`src/rtl/scl_gen_pkg.sv`:
```
package scl_gen_pkg;
  localparam int unsigned LOW_UNITS  = 6;
  localparam int unsigned HIGH_UNITS = 4;
  localparam int unsigned UNIT_W     = $clog2(LOW_UNITS);
  typedef enum logic {PH_LOW = 1'b0, PH_HIGH = 1'b1} phase_e;
endpackage

```
`src/rtl/scl_line_filter.sv`:
```
module scl_line_filter #(
  parameter int unsigned GSEL_W = 4
) (
  input  logic              clk_i,
  input  logic              rst_ni,
  input  logic              en_i,
  input  logic [GSEL_W-1:0] gsel_i,
  input  logic              line_i,
  output logic              level_o
);
  logic [1:0]        sync_q;
  logic              lvl_q;
  logic [GSEL_W-1:0] cnt_q;
  logic              smp;

  assign smp = sync_q[1];

  always_ff @(posedge clk_i or negedge rst_ni) begin
    if (!rst_ni) sync_q <= 2'b11;
    else         sync_q <= {sync_q[0], line_i};
  end

  always_ff @(posedge clk_i or negedge rst_ni) begin
    if (!rst_ni) begin
      lvl_q <= 1'b1;
      cnt_q <= '0;
    end else if (en_i) begin
      if (gsel_i == '0) begin
        lvl_q <= smp;
        cnt_q <= '0;
      end else if (smp == lvl_q) begin
        cnt_q <= '0;
      end else if (cnt_q == gsel_i - 1'b1) begin
        lvl_q <= smp;
        cnt_q <= '0;
      end else begin
        cnt_q <= cnt_q + 1'b1;
      end
    end
  end

  // select 0: bypass, synchronized level passes straight through
  assign level_o = (gsel_i == '0) ? smp : lvl_q;
endmodule

```
`src/rtl/scl_unit_timer.sv`:
```
module scl_unit_timer #(
  parameter int unsigned TPR_W = 7
) (
  input  logic             clk_i,
  input  logic             rst_ni,
  input  logic             en_i,
  input  logic             hold_i,
  input  logic             clear_i,
  input  logic [TPR_W-1:0] tpr_i,
  output logic             tick_o
);
  logic [TPR_W-1:0] presc_q;
  logic [TPR_W-1:0] tpr_eff;

  assign tpr_eff = (tpr_i == '0) ? TPR_W'(1) : tpr_i;
  assign tick_o  = en_i & ~hold_i & ~clear_i & (presc_q >= tpr_eff);

  always_ff @(posedge clk_i or negedge rst_ni) begin
    if (!rst_ni)                presc_q <= '0;
    else if (clear_i)           presc_q <= '0;
    else if (en_i && !hold_i)   presc_q <= tick_o ? '0 : presc_q + 1'b1;
  end
endmodule

```
`src/rtl/scl_phase_ctrl.sv`:
```
module scl_phase_ctrl
  import scl_gen_pkg::*;
(
  input  logic   clk_i,
  input  logic   rst_ni,
  input  logic   tick_i,
  input  logic   clear_i,
  output phase_e phase_o,
  output logic   mid_low_o,
  output logic   mid_high_o
);
  phase_e            phase_q;
  logic [UNIT_W-1:0] unit_q;
  logic              last_unit;

  always_comb begin
    if (phase_q == PH_LOW) last_unit = (unit_q == UNIT_W'(LOW_UNITS - 1));
    else                   last_unit = (unit_q == UNIT_W'(HIGH_UNITS - 1));
  end

  always_ff @(posedge clk_i or negedge rst_ni) begin
    if (!rst_ni) begin
      phase_q <= PH_LOW;
      unit_q  <= '0;
    end else if (clear_i) begin
      phase_q <= PH_LOW;
      unit_q  <= '0;
    end else if (tick_i) begin
      if (last_unit) begin
        phase_q <= (phase_q == PH_LOW) ? PH_HIGH : PH_LOW;
        unit_q  <= '0;
      end else begin
        unit_q  <= unit_q + 1'b1;
      end
    end
  end

  assign phase_o    = phase_q;
  assign mid_low_o  = tick_i & (phase_q == PH_LOW)  & (unit_q == UNIT_W'(LOW_UNITS / 2 - 1));
  assign mid_high_o = tick_i & (phase_q == PH_HIGH) & (unit_q == UNIT_W'(HIGH_UNITS / 2 - 1));
endmodule

```
`src/rtl/scl_period_gen.sv`:
```
module scl_period_gen
  import scl_gen_pkg::*;
#(
  parameter int unsigned TPR_W  = 7,
  parameter int unsigned GSEL_W = 4
) (
  input  logic              clk_i,
  input  logic              rst_ni,
  input  logic              fclk_en_i,
  input  logic              run_i,
  input  logic [TPR_W-1:0]  tpr_i,
  input  logic [GSEL_W-1:0] gsel_i,
  input  logic              multi_ctrl_i,
  input  logic              stretch_en_i,
  input  logic              scl_i,
  input  logic              sda_i,
  output logic              scl_drive_low_o,
  output logic              data_change_o,
  output logic              data_sample_o,
  output logic              scl_status_o,
  output logic              sda_status_o
);
  localparam int unsigned NLINES = 2;

  logic [NLINES-1:0] line_in;
  logic [NLINES-1:0] line_lvl;
  phase_e            phase;
  logic              tick;
  logic              hold;
  logic              clear;

  assign line_in = {sda_i, scl_i};

  for (genvar g = 0; g < NLINES; g++) begin : g_filt
    scl_line_filter #(.GSEL_W(GSEL_W)) u_filt (
      .clk_i  (clk_i),
      .rst_ni (rst_ni),
      .en_i   (fclk_en_i),
      .gsel_i (gsel_i),
      .line_i (line_in[g]),
      .level_o(line_lvl[g])
    );
  end

  assign clear = ~run_i;
  // high phase waits for the line to be seen high when gated
  assign hold  = (phase == PH_HIGH) & (multi_ctrl_i | stretch_en_i) & ~line_lvl[0];

  scl_unit_timer #(.TPR_W(TPR_W)) u_timer (
    .clk_i  (clk_i),
    .rst_ni (rst_ni),
    .en_i   (fclk_en_i),
    .hold_i (hold),
    .clear_i(clear),
    .tpr_i  (tpr_i),
    .tick_o (tick)
  );

  scl_phase_ctrl u_phase (
    .clk_i     (clk_i),
    .rst_ni    (rst_ni),
    .tick_i    (tick),
    .clear_i   (clear),
    .phase_o   (phase),
    .mid_low_o (data_change_o),
    .mid_high_o(data_sample_o)
  );

  assign scl_drive_low_o = run_i & (phase == PH_LOW);
  assign scl_status_o    = line_lvl[0];
  assign sda_status_o    = line_lvl[1];
endmodule

```
`config.mk`:
```
export PLATFORM = sky130hd
export DESIGN_NAME = scl_period_gen
export DESIGN_NICKNAME = d
export VERILOG_FILES = /design/src/rtl/scl_gen_pkg.sv /design/src/rtl/scl_line_filter.sv /design/src/rtl/scl_unit_timer.sv /design/src/rtl/scl_phase_ctrl.sv /design/src/rtl/scl_period_gen.sv
export SDC_FILE = /design/constraint.sdc
export NUM_CORES = 1
export LEC_CHECK = 0
export BUFFER_PORTS_ARGS = -buffer_cell sky130_fd_sc_hd__buf_2
export CAP_MARGIN = 5
export CORE_MARGIN = 2
export CORE_UTILIZATION = 40
export CTS_BUF_LIST = sky130_fd_sc_hd__clkbuf_8
export CTS_CLUSTER_DIAMETER = 100
export CTS_CLUSTER_SIZE = 25
export DETAILED_ROUTE_END_ITERATION = 8
export PLACE_DENSITY = 0.66
export SLEW_MARGIN = 0
export SYNTH_ARGS = -nofsm -noshare
export SYNTH_HDL_FRONTEND = slang
export SYNTH_SLANG_ARGS = --single-unit
```
`constraint.sdc`:
```
create_clock -name clk_i -period 2.4 [get_ports clk_i]
set_input_delay 0.24 -clock clk_i [delete_from_list [all_inputs] [get_ports clk_i]]
set_output_delay 0.24 -clock clk_i [all_outputs]
set_load 0.01 [all_outputs]
```
==> run summary, run 1 <==
The run finished with clean final reports. After layout, the worst path uses 94.7% of the clock period. The latest clock arrival within the worst-skew pair is 0.26 ns, and the area of the multi-input gates is 0.00101 sq mm.

The worst setup path is captured at an output port. After routing the design area is 0.00197 sq mm. The synthesized design contains 0 enable-type register cells. The tools report the net count after synthesis as 209.

The vias per cell works out to 5.26. From bottom edge to top edge, the die measures 69.7 microns. The tree is rooted in a clkbuf_8. Cell with the most instances after synthesis: inv_1.

The commonest cells after synthesis are inv_1, dfrtp_1, ha_1. The total number of nets in the final design came out at 239. Counting along the longest clock path gives a buffer depth of 2. For the number of global-route vias before repair, the log shows 1,233. The floorplan step defined a core boundary enclosing 0.00409 sq mm. Counting flops with an async set or reset pin after synthesis yields a share of 100%.

The largest fanout on the critical path works out to 6. At the pin with the least slew margin, the transition time is 0.621 ns. Clock-pin slew was measured on the worst setup and hold paths at 0.09 ns. The top cell type by total area after synthesis is dfrtp_1. For this run the aggregate overflow at the end of global routing stands at 0. Max-slew headroom at the worst pin: 58.1%.

TritonCTS built the clock tree. The final layout contains routed wiring with a total length of 3340 microns. The first global-routing pass estimated 5800 microns of wire. For the final routed database, the setup TNS stands at 0 ns. The tool flagged a number of max-cap violations equal to 0. The synthesized design contains 25 register bits. The worst endpoint required time was 2.16 ns. The initial utilization of the core area, before any placement, comes to 42.3%.

For the number of placed I/O pins, the log shows 24. The analysis attributes to cell leakage a power of 0.904 nW. STA classifies the critical path startpoint as a register. From synthesis to final layout, the design area changed by 14.3%. The H-tree depth reported by CTS is 1. The row count is 23.

The sequential cells in the finished layout cover a total of 633 sq um. The run gives 0 as the initial antenna violation count. In this run the power density over the cells is 631 mW/mm^2. Port buffering added 23 buffers. The post-route netlist has 21.6% of its cells at a drive strength greater than 1. The clock period could shrink to 2.27 ns. By area the synthesized netlist is led by dfrtp_1, ha_1, dfstp_2. The average instance in the mapped netlist occupies 9.87 sq um. The DRC violation count after routing came out at 0. The post-synthesis cell area was 0.00173 sq mm; the post-route core utilization was 48.3%. For the remaining number of nets flagged by the antenna check after routing, the log shows 0. Across the VDD grid, the largest voltage drop is 0.000334 V. The tools report the post-synthesis cell type count as 44.

Setup repair after global routing left no endpoint under its margin. In this run the worst hold path is classified as in -> reg. Total of endpoints with negative setup slack in the final report: 0.

The most used flip-flop cell after synthesis is dfrtp_1. Buffers inserted during clock tree synthesis total 3. The number of failing hold endpoints at the final stage was 0; the number of fill cells in the layout was 408. The number of vias after detailed routing came out at 1,337. 0 antenna diodes ended up in the layout. The run gives 175 as the count of mapped cells out of synthesis. For the count of yosys warnings during synthesis, the log shows 0. For the worst setup path, the data arrival time is 2.03 ns. The first-pass iteration count of the detailed router is 4, and the achievable clock frequency is 440 MHz. Summed over its instances, the top area cell type makes up 27.5% of the synthesized netlist area. The start-to-end type of the worst setup path is reg -> out.

The tools report the count of pins over their slew limit as 0. The clock arrives with 0.000976 ns of skew. Detailed router's first-iteration violation count: 66. Routability-driven placement finished with a final weighted congestion of 0.716.

Clock tree synthesis found a total of 25 sinks. Die outline width: 69.7 microns. The HPWL after detailed placement is 2510 microns.

The floorplan step defined a die boundary enclosing 0.00486 sq mm. The register area share after synthesis is 36.7%, and the routed length per instance is 13.2 microns. Once placement finished, the instance area stood at 0.00190 sq mm. Entering global routing, the biggest net connects 26 pins.

The total routing resource utilization after global routing is 14.6%.
## metrics by stage
step / worst slack, ns / hold WS (ns) / power (mW) / std cells
2_1_floorplan: 0.293 / -0.0556 / 0.883 / 175
3_3_place_gp: 0.247 / 0.274 / 0.992 / 247
3_5_place_dp: 0.215 / 0.275 / 1.01 / 247
4_1_cts: 0.0702 / 0.0547 / 1.26 / 252
5_1_grt: 0.00328 / 0.0552 / 1.35 / 254
6_report: 0.126 / 0.0639 / 1.24 / 254
## worst max-delay path, stage by stage (launching register included)
cell and delay [ns]:
dfstp_2 0.56, and4bb_2 0.28, a211o_4 0.14, nand3_4 0.10, nand2b_1 0.22, nor4b_1 0.29, buf_2 0.18
## sequential cells by signal (all words and copies together) (netlist names)
register and cells:
g_filt.u_filt.cnt_q 8, u_phase.phase_o 1, g_filt.u_filt.lvl_q 2, g_filt.u_filt.sync_q 4, u_timer.presc_q 7, u_phase.unit_q 3
## path summary, 6_finish.rpt
path	startpoint	end	slack, ns	cells past startpoint
max	g_filt[0].u_filt.sync_q[1]	data_change_o	0.13	6
min	scl_i	g_filt[0].u_filt.sync_q[0]	0.06	1
max reg2reg	u_timer.presc_q[2]	u_phase.unit_q[1]	0.47	6
min reg2reg	g_filt[0].u_filt.sync_q[0]	g_filt[0].u_filt.sync_q[1]	0.36	0
max in group asynchronous	rst_ni	u_timer.presc_q[6]	1.50	2
min in group asynchronous	rst_ni	g_filt[1].u_filt.cnt_q[2]	0.51	2
## cells in the final DEF (no fill, tap or decap), types with 2 or more instances in the layout
cell	netlist	final
xnor3_1	2	2
dfstp_2	6	6
nor3b_1	2	2
ha_1	15	15
and3_1	5	5
a21oi_1	4	4
clkbuf_8	0	3
nand3_1	5	5
xnor2_1	9	9
nand2b_1	2	2
inv_1	21	22
a21boi_1	2	2
buf_4	0	3
nor4b_1	3	3
buf_2	0	23
nand4_1	10	10
o211ai_1	2	2
a21o_1	2	2
nand2_1	4	4
nor2_1	13	13
dfrtp_1	19	19
a31oi_1	2	2
mux2_1	2	2
nor4bb_1	2	2
nor3_1	4	4
xor2_1	5	5
o21ai_0	13	12
## layer usage
layer | global-route usage [%] | wire length, microns | vias up
li1 | - | - | 696
met1 | 20.0 | 1680 | 629
met2 | 24.4 | 1570 | 10
met3 | 2.03 | 79 | 2
met4 | 3.85 | 19 | 0
met5 | 0 | 0 | -
## area by class of cell
| cell class | count | area share, % |
|---|---|---|
| Sequential cell | 25 | 32.1 |
| Tap cell | 50 | 3.17 |
| Inverter | 21 | 3.99 |
| Timing Repair Buffer | 27 | 7.48 |
| Clock buffer | 3 | 2.09 |
| Clock inverter | 1 | 0.190 |
| Multi-Input combinational cell | 127 | 51.0 |
## where the power goes
group	leakage [nW]	internal, mW	switching (mW)
Clock	0.0269	0.114	0.132
Combinational	0.555	0.189	0.187
Sequential	0.322	0.516	0.106
Total	0.904	0.820	0.425
## logic make-up after synthesis
family,count (synthesis),share of synthesized area [%]
AND/OR/NAND/NOR,58,20.7
adder cells (fa/ha/maj),15,10.9
flip-flops,25,36.7
XOR/XNOR,16,9.71
buffers and inverters,23,5.00
multiplexers,4,2.54
AO/OA/AOI/OAI,34,14.6
## timing repair
item                                   4_1_cts  5_1_grt
gates resized for setup                      0        1
endpoints found under the hold margin       19        0
buffers inserted                             0        2
setup endpoints to repair                    0        1
hold buffers                                 1        0
(Power assumes the default switching activity.)
==> run 2: changes to the inputs <==
- CORE_ASPECT_RATIO: unset -> 2
- CORE_UTILIZATION: 40 -> 50
- PLACE_DENSITY: 0.66 -> 0.78
==> run 2 against run 1 <==
Against the previous run:
- cell area fell by 0.76%
- critical endpoint unchanged
- routed wire length fell by 0.24%
- clock skew rose by 0.00072 ns
- die area fell by 18%
- first-iteration DRC count fell by 74%
- sequential share of layout area rose by 0.25 points
==> run summary, run 2 (synthesized netlist as in run 1, its figures left out) <==
The flow ran to the end, and the final reports show no timing, DRC or antenna violations. The slowest library cell on the worst path is dfstp_2. The routed length per instance came out at 14.1 microns (+7.4%). The count of antenna diodes in the layout is 0 (unchanged), and the clock transition at the registers of the reported paths is 0.08 ns (about the same).

The tools report the root buffer cell as clkbuf_8. For the number of vias after detailed routing, the log shows 1,417 (+6.0%). In the final layout, the registers with the most flip-flops are g_filt.u_filt.cnt_q x8, u_timer.presc_q x7, g_filt.u_filt.sync_q x4. The delay of the slowest critical-path stage was 0.57 ns (about the same).

Walking the worst path, the cells encountered are and4bb_2 -> a211o_4 -> nand3_4 -> nand2b_1 -> nor4b_2 -> buf_2. First-pass GRT wire length: 5720 microns (-1.4%). The run gives 51.7% (+9.4 points) as the effective utilization at floorplan.

The worst hold path begins at sda_i. The overall power of the completed layout is 1.24 mW (-0.16%), and the number of global-route vias before repair is 1,435 (+16%). The number of I/O port buffers is 23 (unchanged), and the wire length on met1 is 1270 microns (-25%). The cell area power density was 634 mW/mm^2 (+0.60%). The logs give 49.9% (about the same) for the share of total power in sequential cells and 4 (unchanged) for the first-pass iteration count of the detailed router. The largest register by flop count was g_filt.u_filt.cnt_q. For the setup slack of the critical path after layout, the log shows 0.141 ns (+0.0146 ns).

For the switching power of the nets, the log shows 0.418 mW (-1.6%). The logs give 0 (unchanged) for the DRC violation count after routing and 58.7% (+10 points) for the post-route core utilization. Count of cells along the worst register-to-register path: 6 (unchanged). The most critical setup path has its startpoint at g_filt[0].u_filt.sync_q[1]. The number of placed I/O pins is 24 (unchanged), and the post-DP HPWL is 2760 microns (+10%).

The fraction of power consumed by combinational cells came out at 30.7% (+0.5 points). For the core box area, the log shows 0.00334 sq mm (-18%). Critical path capture point type: an output port. The TritonCTS buffer count was 3 (unchanged); the max-slew headroom at the worst pin was 63.7% (+5.6 points).

Count of pins over their slew limit: 0 (unchanged). Length of routed met3 wiring: 85 microns (+7.6%). The vias per cell came out at 6.00 (+14%). Flip-flop count of the largest register, all copies and words added: 8 (unchanged). The height of the die is 87.1 microns (+25%).

The layout cell share with drive strength beyond 1 works out to 22.5% (+0.98 points). The number of max-capacitance violations reported is 0 (unchanged). The worst setup slack before clock tree synthesis is 0.207 ns (-0.00761 ns). H-tree depth reported by CTS: 1 (unchanged). Maximum number of pins on one net before global-route repair: 26 (unchanged).

Setup repair after global routing left no endpoint under its margin. In the layout the commonest cells are buf_2, inv_1, dfrtp_1, ha_1, nor2_1. Clock sink total: 25 (unchanged).

Number of failing hold endpoints at the final stage: 0 (unchanged). The area of the die came out at 0.00397 sq mm (-18%). The total met2 wirelength after detailed routing is 1850 microns (+18%), and the largest clock skew in the final design is 0.00169 ns (+0.000715 ns). The run gives 0.901 nW (-0.32%) as the leakage power total. The run gives 0 (unchanged) as the total global routing overflow. The cell area after layout was 0.00196 sq mm (-0.76%).

The total negative slack for setup checks is 0 ns (unchanged), and the transition time at the pin with the least slew margin is 0.544 ns (-0.0772 ns). The worst endpoint required time is 2.16 ns (about the same), and the post-detailed-routing wire length is 3340 microns (-0.24%). The start-to-end type of the worst setup path was reg -> out. TritonCTS built the clock tree.

The worst hold path class is in -> reg. The final period utilization works out to 94.1% (-0.61 points). The fraction of power spent switching nets is 33.7% (-0.48 points), and the total number of nets in the final design is 239 (unchanged). Leaving out fill and tap cells, the most frequent cell in the layout is buf_2. The die outline width was 45.6 microns (-35%). The setup slack on the worst flop-to-flop path is 0.45 ns (-0.02 ns), and the total routing resource utilization after global routing is 19.2% (+4.6 points).

Compared with the post-synthesis result, the final layout area differs by 13.5%. Routed signal wires occupy layers up through met4. Following the worst setup path forward leads to its endpoint at data_change_o. Routability-driven placement congestion ratio: 0.841 (+17%). The largest fanout on the critical path is 6 (unchanged). The row count was 30 (+30%). The tools report the achievable clock frequency as 443 MHz (+0.65%). The tools report the detailed router's first-iteration violation count as 17 (-74%).

The startpoint type of the worst setup path was a register. The tools report the total of endpoints with negative setup slack in the final report as 0 (unchanged). The latest clock arrival within the worst-skew pair was 0.26 ns (about the same). The startpoint identified for the worst register-to-register timing path is u_timer.presc_q[4]. Reg-to-reg endpoint: u_phase.unit_q[1]. The initial antenna violation count is 0 (unchanged). The cell-internal power is 0.825 mW (+0.56%). The remaining number of nets flagged by the antenna check after routing was 0 (unchanged).

The share of total power in the clock network is 19.4% (-0.4 points). The maximum buffer depth of the clock tree is 2 (unchanged). The worst-case vdd ir drop was 0.000356 V (+6.8%); the time the final worst path needs with I/O delays and setup was 2.26 ns (-0.0146 ns). The instance area at placement is 0.00189 sq mm (-0.79%), and the endpoint arrival time on the critical path is 2.02 ns (about the same).
-- run 2: changes by cell type in the layout (fill, tap and decap cells not counted) --
cell,change
inv_1,-1
nor4b_1,-1
clkinv_2,+1
nor4b_2,+1
-- run 2: worst min path at each step --
| stage | to | cells after the start |
|---|---|---|
| floorplan | g_filt[0].u_filt.cnt_q[0] | 0 |
| global placement | g_filt[0].u_filt.cnt_q[2] | 1 |
| detailed placement | g_filt[0].u_filt.cnt_q[2] | 1 |
| CTS | g_filt[1].u_filt.sync_q[0] | 1 |
| global route | g_filt[1].u_filt.sync_q[0] | 1 |
| finish | g_filt[1].u_filt.sync_q[0] | 1 |
-- run 2: repair_timing --
action | 4_1_cts | 5_1_grt
hold buffers | 1 | 0
setup buffers | 0 | 1
hold endpoints to repair | 19 | 0
resized for setup | 0 | 2
endpoints found under the setup margin | 0 | 1
-- run 2: critical path, delay by kind of cell, from the launching register on --
kind,cells,cell delay (ns)
AND/OR/NAND/NOR,4,0.88
flip-flops,1,0.57
buffers and inverters,1,0.16
AO/OA/AOI/OAI,1,0.14
-- run 2: per-stage QoR --
| stage | cells | hold WS (ns) |
|---|---|---|
| 2_1_floorplan | 175 | -0.0556 |
| 3_3_place_gp | 230 | 0.254 |
| 3_5_place_dp | 230 | 0.256 |
| 4_1_cts | 235 | 0.0625 |
| 5_1_grt | 236 | 0.0496 |
| 6_report | 236 | 0.0669 |
-- run 2: routing by layer --
| metal | GRT usage, % | vias to the layer above |
|---|---|---|
| met1 | 18.7 | 681 |
| met2 | 36.5 | 29 |
| met4 | 10.2 | 0 |
| li1 | - | 695 |
| met5 | 0 | - |
| met3 | 1.87 | 12 |
-- run 2: cell type report --
| type | instances | area (sq um) |
|---|---|---|
| Fill cell | 294 | 1380 |
| Multi-Input combinational cell | 127 | 1010 |
| Sequential cell | 25 | 633 |
| Timing Repair Buffer | 27 | 148 |
| Inverter | 21 | 78.8 |
| Clock buffer | 3 | 41.3 |
| Tap cell | 32 | 40.0 |
| Clock inverter | 1 | 5.00 |
-- run 2: power groups by stage --
| stage | Clock (mW) | Sequential (mW) | Combinational, mW |
|---|---|---|---|
| 2_1_floorplan | 0 | 0.600 | 0.283 |
| 3_3_place_gp | 0 | 0.626 | 0.365 |
| 3_5_place_dp | 0 | 0.629 | 0.382 |
| 4_1_cts | 0.251 | 0.621 | 0.385 |
| 5_1_grt | 0.269 | 0.634 | 0.435 |
| 6_report | 0.242 | 0.620 | 0.382 |
==> run 3: changes to the inputs <==
- CTS_CLUSTER_SIZE: 25 -> 14
- RECOVER_POWER: unset -> 25
- TNS_END_PERCENT: unset -> 1
==> run 3 against run 2 <==
Against the previous run:
- utilization hardly changed
- clock power hardly changed
- flip-flop and latch count stayed put
- non-clock buffer count stayed put
- largest cell class unchanged
- critical path type unchanged
- setup slack stayed put
- via count stayed put
- power hardly changed
==> run summary, run 3 (synthesized netlist as in run 1, its figures left out) <==
Vias per cell: 6.00 (unchanged). The worst hold path class is in -> reg. The die outline width was 45.6 microns (unchanged). The count of pins over their slew limit was 0 (unchanged); the clock sink total was 25 (unchanged). TritonCTS built the clock tree. For the number of standard cells in the final layout excluding fillers, the log shows 236 (unchanged). The time the final worst path needs with I/O delays and setup came out at 2.26 ns (unchanged). The area of the die was 0.00397 sq mm (unchanged). Maximum buffer depth of the clock tree: 2 (unchanged). The largest registers in the layout are g_filt.u_filt.cnt_q x8, u_timer.presc_q x7, g_filt.u_filt.sync_q x4.

Layout cell share with drive strength beyond 1: 22.1% (-0.49 points). Setup repair after global routing left no endpoint under its margin. The tools report the achievable clock frequency as 443 MHz (unchanged). The delay of the slowest critical-path stage was 0.57 ns (about the same).

The post-DP HPWL was 2760 microns (unchanged); the number of instances on the worst hold path was 1 (unchanged). The number of instances in the placed design came out at 230 (unchanged). The start point of the critical path is g_filt[0].u_filt.sync_q[1]. The worst register-to-register path begins at u_timer.presc_q[4]. The initial antenna violation count was 0 (unchanged).

The final period utilization was 94.1% (unchanged). g_filt.u_filt.cnt_q holds more flip-flops than any other register. The run finished with clean final reports.

The remaining number of nets flagged by the antenna check after routing is 0 (unchanged), and the area growth from synthesis to layout is 13.4% (about the same). The worst endpoint required time is 2.16 ns (about the same). The latest clock arrival within the worst-skew pair is 0.26 ns (about the same), and the post-detailed-routing wire length is 3340 microns (about the same).

The library cells used most frequently in the layout, excluding fill and tap cells, are buf_2, inv_1, dfrtp_1, ha_1, nor2_1. The total of endpoints with negative setup slack in the final report was 0 (unchanged); the total routing resource utilization after global routing was 19.2% (unchanged). The start-to-end type of the worst setup path was reg -> out. The height of the die is 87.1 microns (unchanged), and the number of I/O port buffers is 23 (unchanged).

The logs give 5720 microns (unchanged) for the first-pass GRT wire length and 0 (unchanged) for the number of max-capacitance violations reported. The maximum number of pins on one net before global-route repair was 26 (unchanged). For the row count, the log shows 30 (unchanged).

Among all stages on the critical path, the largest delay is contributed by dfstp_2. The kind of cell adding the most delay to the critical path was simple AND/OR/NAND/NOR gates. The total negative slack for setup checks came out at 0 ns (unchanged). The number of global-route vias before repair was 1,435 (unchanged); the area occupied by registers was 633 sq um (unchanged). The max-slew headroom at the worst pin was 12.6% (-51 points); the leakage power total was 0.898 nW (-0.31%).

The tree is rooted in a clkbuf_8. The hold path startpoint is sda_i. The run gives 0.00334 sq mm (unchanged) as the core box area. The H-tree depth reported by CTS came out at 1 (unchanged). The largest fanout on the critical path was 6 (unchanged); the path length in cells of the critical path was 6 (unchanged). The logs give 1,417 (unchanged) for the number of vias after detailed routing and 0.000356 V (unchanged) for the worst-case vdd ir drop. The TritonCTS buffer count is 3 (unchanged).

The transition time at the pin with the least slew margin is 1.31 ns (+0.767 ns). Post-route core utilization: 58.6% (about the same). The signal on the critical path passes through and4bb_2 -> a211o_4 -> nand3_4 -> nand2b_1 -> nor4b_2 -> buf_2.

The tools report the DRC violation count after routing as 0 (unchanged). The logs give 0.841 (unchanged) for the routability-driven placement congestion ratio and 0 (unchanged) for the number of failing hold endpoints at the final stage. Leaving out fill and tap cells, the most frequent cell in the layout is buf_2.

STA classifies the critical path startpoint as a register. The number of buffers and inverters on the critical path came out at 1 (unchanged). The clock transition at the registers of the reported paths is 0.08 ns (about the same), and the largest clock skew in the final design is 0.00169 ns (unchanged). The first-pass iteration count of the detailed router is 4 (unchanged), and the flip-flop count of the largest register, all copies and words added is 8 (unchanged). The endpoint arrival time on the critical path was 2.02 ns (about the same); the area of the multi-input gates was 0.00101 sq mm (unchanged). The run gives 0 (unchanged) as the total global routing overflow. The effective utilization at floorplan was 51.7% (unchanged). Detailed router's first-iteration violation count: 17 (unchanged). The tools report the total number of nets in the final design as 239 (unchanged). STA classifies the critical path endpoint as an output port. The count of cells along the worst register-to-register path was 6 (unchanged); the cell area power density was 635 mW/mm^2 (about the same). The run gives 0 (unchanged) as the count of antenna diodes in the layout. The number of fill cells in the layout is 295 (+0.34%), and the routed length per instance is 14.1 microns (about the same).

The run gives 24 (unchanged) as the number of placed I/O pins.
==> run 3: final cells by class <==
class / count / share of cell area (%)
clock buffers: 3 / 2.11
clock inverters: 1 / 0.256
inverters: 21 / 4.03
multi-input cells: 127 / 51.8
flip-flops and latches: 25 / 32.3
well taps: 32 / 2.04
repair buffers: 27 / 7.48
==> run 3: worst register-to-register path, cell delays in order, from the launching register on <==
cell and delay, ns:
dfrtp_1 0.44, ha_1 0.32, nand4_1 0.08, and3_1 0.21
o21a_1 0.16, or4_1 0.51, a21oi_1 0.16
==> run 3: report_power, final <==
group          switching [mW]  leakage (nW)  internal (mW)  total (mW)
Sequential              0.103         0.322          0.516       0.620
Combinational           0.189         0.550          0.192       0.381
Clock                   0.126        0.0255          0.116       0.242
==> run 3: final timing paths <==
kind	end	slack, ns
setup / recovery	data_change_o	0.14
hold / removal	g_filt[1].u_filt.sync_q[0]	0.07
setup reg to reg	u_phase.unit_q[1]	0.45
hold reg to reg	g_filt[1].u_filt.sync_q[1]	0.36
max in group asynchronous	g_filt[1].u_filt.cnt_q[0]	0.84
min in group asynchronous	g_filt[0].u_filt.cnt_q[2]	0.78
==> run 3: repair_timing <==
item                                    4_1_cts  5_1_grt
gates resized for setup                       0        2
endpoints found under the hold margin        19        0
setup buffers                                 0        1
hold buffers                                  1        0
endpoints found under the setup margin        0        1
==> run 3: metal layers <==
metal  vias up  GRT usage, %  wire length, microns
li1        695             -                     -
met1       681          18.7                  1270
met2        29          36.5                  1850
met3        12          1.87                    85
met4         0          10.2                   135
met5         -             0                     0
==> run 3: metrics by stage <==
stage	setup WS [ns]	instance area, sq um	hold WS [ns]	power (mW)
after CTS	0.0890	1950	0.0625	1.26
after detailed placement	0.207	1890	0.256	1.01
after global routing	0.0360	1960	0.0496	1.34
final	0.141	1960	0.0669	1.24
after floorplan	0.293	1730	-0.0556	0.883
after global placement	0.263	1890	0.254	0.990
